--- src/rtl/dbuf_addr_sel.sv ---
module dbuf_addr_sel #(
  parameter int AW = 32,
  parameter int CW = 16
) (
  input  logic          clk,
  input  logic          rst_n,
  input  logic          wr_en,
  input  logic [2:0]    wr_sel,
  input  logic [AW-1:0] wr_data,
  input  logic          stream_en,
  input  logic          beat,
  output logic [AW-1:0] src_addr,
  output logic [AW-1:0] dst_addr,
  output logic          cur_tgt,
  output logic          circ_on,
  output logic          busy,
  output logic          cfg_err,
  output logic          wr_err,
  output logic [CW-1:0] remaining
);
  localparam logic [2:0] SEL_CTRL = 3'd0;
  localparam logic [2:0] SEL_PAR  = 3'd1;
  localparam logic [2:0] SEL_M0   = 3'd2;
  localparam logic [2:0] SEL_M1   = 3'd3;
  localparam logic [2:0] SEL_CNT  = 3'd4;

  logic [1:0]    dir;
  logic          circ, dbm, en_q;
  logic [AW-1:0] par, m0, m1, mem_act;
  logic [CW-1:0] ndt;
  logic          last, m0_ok, m1_ok, start;

  assign cfg_err = (dir == 2'b11) || (dir == 2'b10 && dbm);
  assign circ_on = circ | dbm;
  assign mem_act = (dbm && cur_tgt) ? m1 : m0;
  assign last    = busy && stream_en && beat && (remaining == CW'(1));
  assign m0_ok   = !busy || (dbm && cur_tgt);
  assign m1_ok   = !busy || (dbm && !cur_tgt);
  assign start   = !busy && stream_en && !en_q && !cfg_err && (ndt != '0);

  always_comb begin
    case (dir)
      2'b00:   begin src_addr = par;     dst_addr = mem_act; end
      2'b01:   begin src_addr = mem_act; dst_addr = par;     end
      2'b10:   begin src_addr = par;     dst_addr = m0;      end
      default: begin src_addr = '0;      dst_addr = '0;      end
    endcase
  end

  always_ff @(posedge clk or negedge rst_n) begin
    if (!rst_n) begin
      dir <= '0; circ <= 1'b0; dbm <= 1'b0; cur_tgt <= 1'b0;
      par <= '0; m0 <= '0; m1 <= '0; ndt <= '0;
      remaining <= '0; busy <= 1'b0; en_q <= 1'b0; wr_err <= 1'b0;
    end else begin
      en_q   <= stream_en;
      wr_err <= 1'b0;
      if (wr_en) begin
        case (wr_sel)
          SEL_CTRL: if (!busy) begin
                      dir <= wr_data[1:0]; circ <= wr_data[2];
                      dbm <= wr_data[3];   cur_tgt <= wr_data[4];
                    end else wr_err <= 1'b1;
          SEL_PAR:  if (!busy) par <= wr_data; else wr_err <= 1'b1;
          SEL_M0:   if (m0_ok) m0 <= wr_data; else wr_err <= 1'b1;
          SEL_M1:   if (m1_ok) m1 <= wr_data; else wr_err <= 1'b1;
          SEL_CNT:  if (!busy) ndt <= wr_data[CW-1:0]; else wr_err <= 1'b1;
          default:  ;
        endcase
      end
      if (busy) begin
        if (!stream_en) busy <= 1'b0;
        else if (last) begin
          if (circ_on) begin
            remaining <= ndt;
            if (dbm) cur_tgt <= ~cur_tgt;
          end else begin
            remaining <= '0;
            busy      <= 1'b0;
          end
        end else if (beat) remaining <= remaining - CW'(1);
      end else if (start) begin
        busy      <= 1'b1;
        remaining <= ndt;
      end
    end
  end

  a_r4_ct_toggle: assert property (@(posedge clk) disable iff (!rst_n)
    (last && dbm) |=> (cur_tgt != $past(cur_tgt)));
  a_r10_reload: assert property (@(posedge clk) disable iff (!rst_n)
    (last && circ_on) |=> (busy && remaining == ndt));
  a_r10_stop: assert property (@(posedge clk) disable iff (!rst_n)
    (last && !circ_on) |=> (!busy && remaining == '0));
  a_r8_mem_locked: assert property (@(posedge clk) disable iff (!rst_n)
    (busy && !dbm && wr_en && (wr_sel == SEL_M0 || wr_sel == SEL_M1))
      |=> ($stable(m0) && $stable(m1) && wr_err));
  a_r9_live_guard: assert property (@(posedge clk) disable iff (!rst_n)
    (busy && dbm && wr_en && wr_sel == (cur_tgt ? SEL_M1 : SEL_M0)) |=> wr_err);
  a_r7_no_bad_run: assert property (@(posedge clk) disable iff (!rst_n)
    busy |-> !cfg_err);
endmodule

--- config.mk ---
export PLATFORM = sky130hd
export DESIGN_NAME = dbuf_addr_sel
export DESIGN_NICKNAME = d
export VERILOG_FILES = /design/src/rtl/dbuf_addr_sel.sv
export SDC_FILE = /design/constraint.sdc
export NUM_CORES = 1
export LEC_CHECK = 0
export CAP_MARGIN = 15
export CELL_PAD_IN_SITES_DETAIL_PLACEMENT = 1
export CELL_PAD_IN_SITES_GLOBAL_PLACEMENT = 1
export CORE_MARGIN = 2
export CORE_UTILIZATION = 45
export DETAILED_ROUTE_END_ITERATION = 10
export PLACE_DENSITY_LB_ADDON = 0.3
export RECOVER_POWER = 50
export SETUP_SLACK_MARGIN = 0.15
export SLEW_MARGIN = 0
export SYNTH_ARGS = -nofsm -noshare
export SYNTH_HDL_FRONTEND = slang
export SYNTH_SLANG_ARGS = --single-unit
--- constraint.sdc ---
create_clock -name clk -period 4.4 [get_ports clk]
set_input_delay 0.88 -clock clk [delete_from_list [all_inputs] [get_ports clk]]
set_output_delay 0.88 -clock clk [all_outputs]
set_load 0.02 [all_outputs]
# Word level (Yosys, flattened, before mapping)
# Cells that the tools add are included.
totals:
  input_bits: 40
  wordCells: 82
  regBits: 136
op_classes:
  eq_ne: 10
  n_reduce_logical: 29
  n_bitwise: 3
  mux: 27
  add_sub_neg: 1
op_table:
  columns: ["op", "n"]
  rows:
  - ["16-bit two-way mux", 6]
  - ["32-bit case mux with 3 select lines", 1]
  - ["32-bit case mux with 2 select lines", 1]
  - ["32-bit two-way mux", 1]
  - ["3-bit AND reduction", 6]
  - ["1-bit two-way mux", 17]
  - ["16-bit by 1-bit == test with 1-bit output (second input constant)", 1]
  - ["16-bit nonzero test", 1]
  - ["16-bit by 1-bit subtractor with 16-bit output (second input constant)", 1]
  - ["1-bit logical AND", 10]
  - ["3-bit by 2-bit == test with 1-bit output (second input constant)", 2]
  - ["2-bit == test (second input constant)", 2]
  - ["1-bit logical NOT", 4]
  - ["3-bit by 1-bit == test with 1-bit output (second input constant)", 1]
  - ["3-bit == test (second input constant)", 1]
  - ["3-bit logical NOT", 1]
  - ["1-bit logical OR", 3]
  - ["3-bit by 2-bit != test with 1-bit output (second input constant)", 1]
  - ["1-bit case mux with 3 select lines", 1]
  - ["3-bit OR reduction", 1]
  - ["2-bit by 1-bit == test with 1-bit output (second input constant)", 1]
  - ["2-bit logical NOT", 1]
  - ["2-bit != test (second input constant)", 1]
  - ["1-bit NOT", 2]
  - ["other kinds (3)", 3]

# Depth between registers and ports, before layout
logic_depth:
  ltp_word: 8
  mapped_depth: 8

# Worst setup path after synthesis
# OpenSTA, ideal clock, no wires.
synth_timing:
  path_kind: "register to output"
  start: "register cur_tgt"
  end: "output port dst_addr[0]"
  stages_incl_launch_ff: 8
  path_buffers: 3
  setup_slack_ps: 1680
  arrival_time_ps: 1840
  path_cell_list: "dfrtp_1 > buf_2 > nand2_2 > or2_2 > clkbuf_1 > buf_2 > mux2i_1 > o22ai_1"
synth_via:
  elab_chain_len: 3
synth_lines:
  columns: ["item", "line_no", "rtl"]
  rows:
  - ["start: declaration", "14", "output logic cur_tgt,"]
  - ["start signal: assignment", "62", "dbm <= wr_data[3]; cur_tgt <= wr_data[4];"]
  - ["start signal: assignment", "76", "if (dbm) cur_tgt <= ~cur_tgt;"]
  - ["1-bit logical AND", "35", "assign mem_act = (dbm && cur_tgt) ? m1 : m0;"]
  - ["32-bit two-way mux", "35", null]
  - ["32-bit case mux with 3 select lines", "42", "case (dir)"]
  - ["end: declaration", "13", "output logic [AW-1:0] dst_addr,"]
# Every way passes these cells.

# Worst setup path after layout
layout_timing:
  start: "register cur_tgt"
  end: "output port dst_addr[20]"
# The elaborated chain is that of the path after synthesis.

==> metrics <==
CTS Buffer Depth=2; post-synthesis compound-gate area fraction=between 10 and 15%; power per cell area=675.2 mW/mm2; post_cts resized=0; Clock Skew=0.007260 ns; Mapped Area=about 0.007 mm2; Adder-Cell Fraction of Synth Area=0.3483%; Ports=125; RSZ-0062 raised after global routing=false; Post-CTS Setup Inserts=0; Crit Path Max Fanout=31; TritonCTS clock tree=yes; Clock Sinks=around 140; Hold Crit Depth=1; kind of critical path=register to output pin; DR WL/cell=roughly 22 um; Placed Area=0.008571 mm2; Via-to-Cell Ratio=5.875; hold_buf cts=0; H-tree level count=4; Via Count=5693; Global Route Usage Sum=26.53%; Critical R2R Capture=m1[24]$_DFFE_PN0P_; Finished Layout Cells=roughly 970; die width=130.4 um; total grt overflow=0; Core Region=0.01577 mm2; Crit path arrival time=3.01 ns; post-synthesis mux area share=around 28%; Final Wtd Congestion=approximately 0.84; clk root buf=clkbuf_16; worst reg2reg startpoint=busy$_DFF_PN0_; Residual DRC=0; simple-gate portion of the synthesized area=under 10%; top_reg_cell synth=dfrtp_1; Post-synth EDFFs=0; TNS Setup=0 ns; Hold Path Class=register to register; starting density of the core=between 40% and 50%; synth unique cells=53; Die Area=0.01700 mm2; fin nets=approximately 790; status=finished with violations; register clock-pin slew on the reported worst setup and hold paths=0.05 ns; cells after synthesis=636; Critical Path RT=around 3.5 ns; Synth Net Count=between 600 and 700; relative slew slack=-84.73%; minimum clock period after layout=3.891 ns; R2R cell count=5; port buffer count=about 120; Critical Path Source=cur_tgt$_DFF_PN0_; first-pass GRT wire length=about 34000 um; synthesized flop and latch total=136; ys async rst share=100.0%; share of the yosys chip area belonging to registers=47.36%; Setup crit end kind=output pin; antenna-violating nets left=0; startpoint types=register; die height=130.4 um; Fmax=roughly 0.26 GHz; DRT Pass-1 Iters=4; Worst-Margin Slew=2.771 ns; Post-Place Cells=940; crit-path cells=nand2_2 -> or2_2 -> mux2i_1 -> o22ai_1 -> clkdlybuf4s50_1; fin area=0.009085 mm2; Final Max Slew Viols=141; initial antenna violation count=0; CTS buffer count=17; layout cells sized above 1=13.81%; Leak Pwr=between 4 and 5 nW; r2r setup slk=between 1 and 1.5 ns; Ys Warns=0; failing checks=capacitance limit, slew limit; Rows=46; Max-Cap Viols=2; slowest CP cell=or2_2; DRT iter0 DRCs=321; Hold Vio Cnt, Final=0; biggest cell delay along the critical path=0.86 ns; Post-Syn Area per Cell=approximately 11 um2; largest family of logic cells by synthesized area=multiplexers; clk_lat worst skew=0.42 ns; last element of the critical path=dst_addr[20]; vias in the first global route=between 6000 and 7000; Peak VDD IR=0.3166 mV; Final setup viols=0; xor and xnor area share after synthesis=0.1219%; largest net degree at the start of global routing=between 100 and 150; Synth-to-Final Area Change=26.43%; n_diodes=0; dpl hpwl=around 14000 um; routed wire length=21390 um; final period utilization=88.44%
[cells in the mapped netlist (2+ instances only)]
cell type | number | area [um2]
buf_2 | 17 | 85.08
nor2b_1 | 3 | 18.77
o21ai_0 | 9 | 45.04
a31oi_1 | 2 | 12.51
nor3b_1 | 3 | 22.52
o22ai_1 | 66 | 412.9
o21ai_1 | 6 | 30.03
mux2_2 | 56 | 630.6
mux2i_1 | 73 | 730.7
o2bb2ai_1 | 9 | 78.83
mux2_1 | 60 | 675.7
ha_1 | 2 | 25.02
nand4_1 | 2 | 12.51
nand2_1 | 42 | 157.7
a21o_1 | 2 | 15.01
a21oi_1 | 7 | 35.03
nor2_1 | 11 | 41.29
inv_1 | 41 | 153.9
buf_4 | 5 | 37.54
or2_2 | 2 | 12.51
nand3_1 | 4 | 20.02
a22oi_1 | 4 | 30.03
nand2b_1 | 2 | 12.51
nor3_1 | 10 | 50.05
dfrtp_1 | 136 | 3403
nand3b_1 | 2 | 15.01
clkbuf_1 | 24 | 90.09
nor4_1 | 10 | 62.56
or3_1 | 2 | 12.51
[worst max-delay path, delay by kind of cell (launching register included)]
kind	cells	cell delay [ns]
buffers and inverters	1	0.66
AND/OR/NAND/NOR	2	0.96
multiplexers	1	0.22
flip-flops	1	0.45
AO/OA/AOI/OAI	1	0.26
[per-layer routing]
| layer | track usage, % | vias up | part of all wire (%) |
|---|---|---|---|
| li1 | - | 2546 | - |
| met1 | 33.21 | 2938 | 43 |
| met2 | 44.84 | 169 | 50 |
| met3 | 6.970 | 40 | 5.2 |
| met4 | 9.011 | 0 | 2.1 |
| met5 | 0 | - | 0 |
[final cells by class]
cell class              count  area, um2
fillers                  1692       6685
flip-flops and latches    136       3405
multi-input cells         411       3391
repair buffers            135       1313
clock buffers              26      509.2
well taps                 216      270.3
inverters                  42      157.7
clock inverters             3      40.04
[cells by family after synthesis]
logic type,count (synthesis)
multiplexers,189
AND/OR/NAND/NOR,103
buffers and inverters,89
AO/OA/AOI/OAI,116
XOR/XNOR,1
flip-flops,136
adder cells (fa/ha/maj),2
[through the flow]
stage	worst slack [ns]	utilization (%)	power [mW]	hold WS [ns]
2_1_floorplan	1.680	-	3.593	0.4711
3_3_place_gp	1.032	54.35	4.681	0.4829
3_5_place_dp	0.9898	54.35	4.806	0.5038
4_1_cts	0.4961	57.83	6.195	0.5164
5_1_grt	0.3649	57.61	6.472	0.5273
6_report	0.5087	57.61	6.134	0.5073
[flip-flops by register name (all words and copies together), names as in the netlist, 2 cells and up]
name / flops
ndt: 16
dir: 2
par: 32
m0: 32
remaining: 16
m1: 32
[cell usage in the layout, fill, tap and decap left out, drive strengths merged, types with 3 or more instances in the layout]
cell type | Yosys | layout
dfrtp | 136 | 136
mux2 | 116 | 116
clkdlybuf4s50 | 0 | 106
mux2i | 73 | 73
o22ai | 66 | 66
nand2 | 43 | 43
inv | 42 | 42
clkbuf | 25 | 29
dlygate4sd3 | 0 | 17
o21ai | 17 | 17
nor2 | 11 | 11
nor4 | 11 | 11
nor3 | 10 | 10
o2bb2ai | 9 | 9
buf | 22 | 9
a21oi | 8 | 8
nor3b | 4 | 4
nand3 | 4 | 4
a22oi | 4 | 4
nor2b | 3 | 3
or2 | 3 | 3
or3 | 3 | 3
[where the power goes]
| group | leakage [nW] | internal (mW) | switching [mW] | total [mW] |
|---|---|---|---|---|
| registers | 1.65 | 1.65 | 0.439 | 2.09 |
| logic | 2.20 | 1.26 | 1.43 | 2.69 |
| clock network | 0.272 | 0.841 | 0.510 | 1.35 |
[worst min path at each step]
stage | from | to
finish | circ$_DFFE_PN0P_ | circ$_DFFE_PN0P_
CTS | m1[3]$_DFFE_PN0P_ | m1[3]$_DFFE_PN0P_
global route | circ$_DFFE_PN0P_ | circ$_DFFE_PN0P_
detailed placement | m1[31]$_DFFE_PN0P_ | m1[31]$_DFFE_PN0P_
global placement | m1[30]$_DFFE_PN0P_ | m1[30]$_DFFE_PN0P_
floorplan | circ$_DFFE_PN0P_ | circ$_DFFE_PN0P_
No activity file was read; power rests on OpenSTA's default activity.
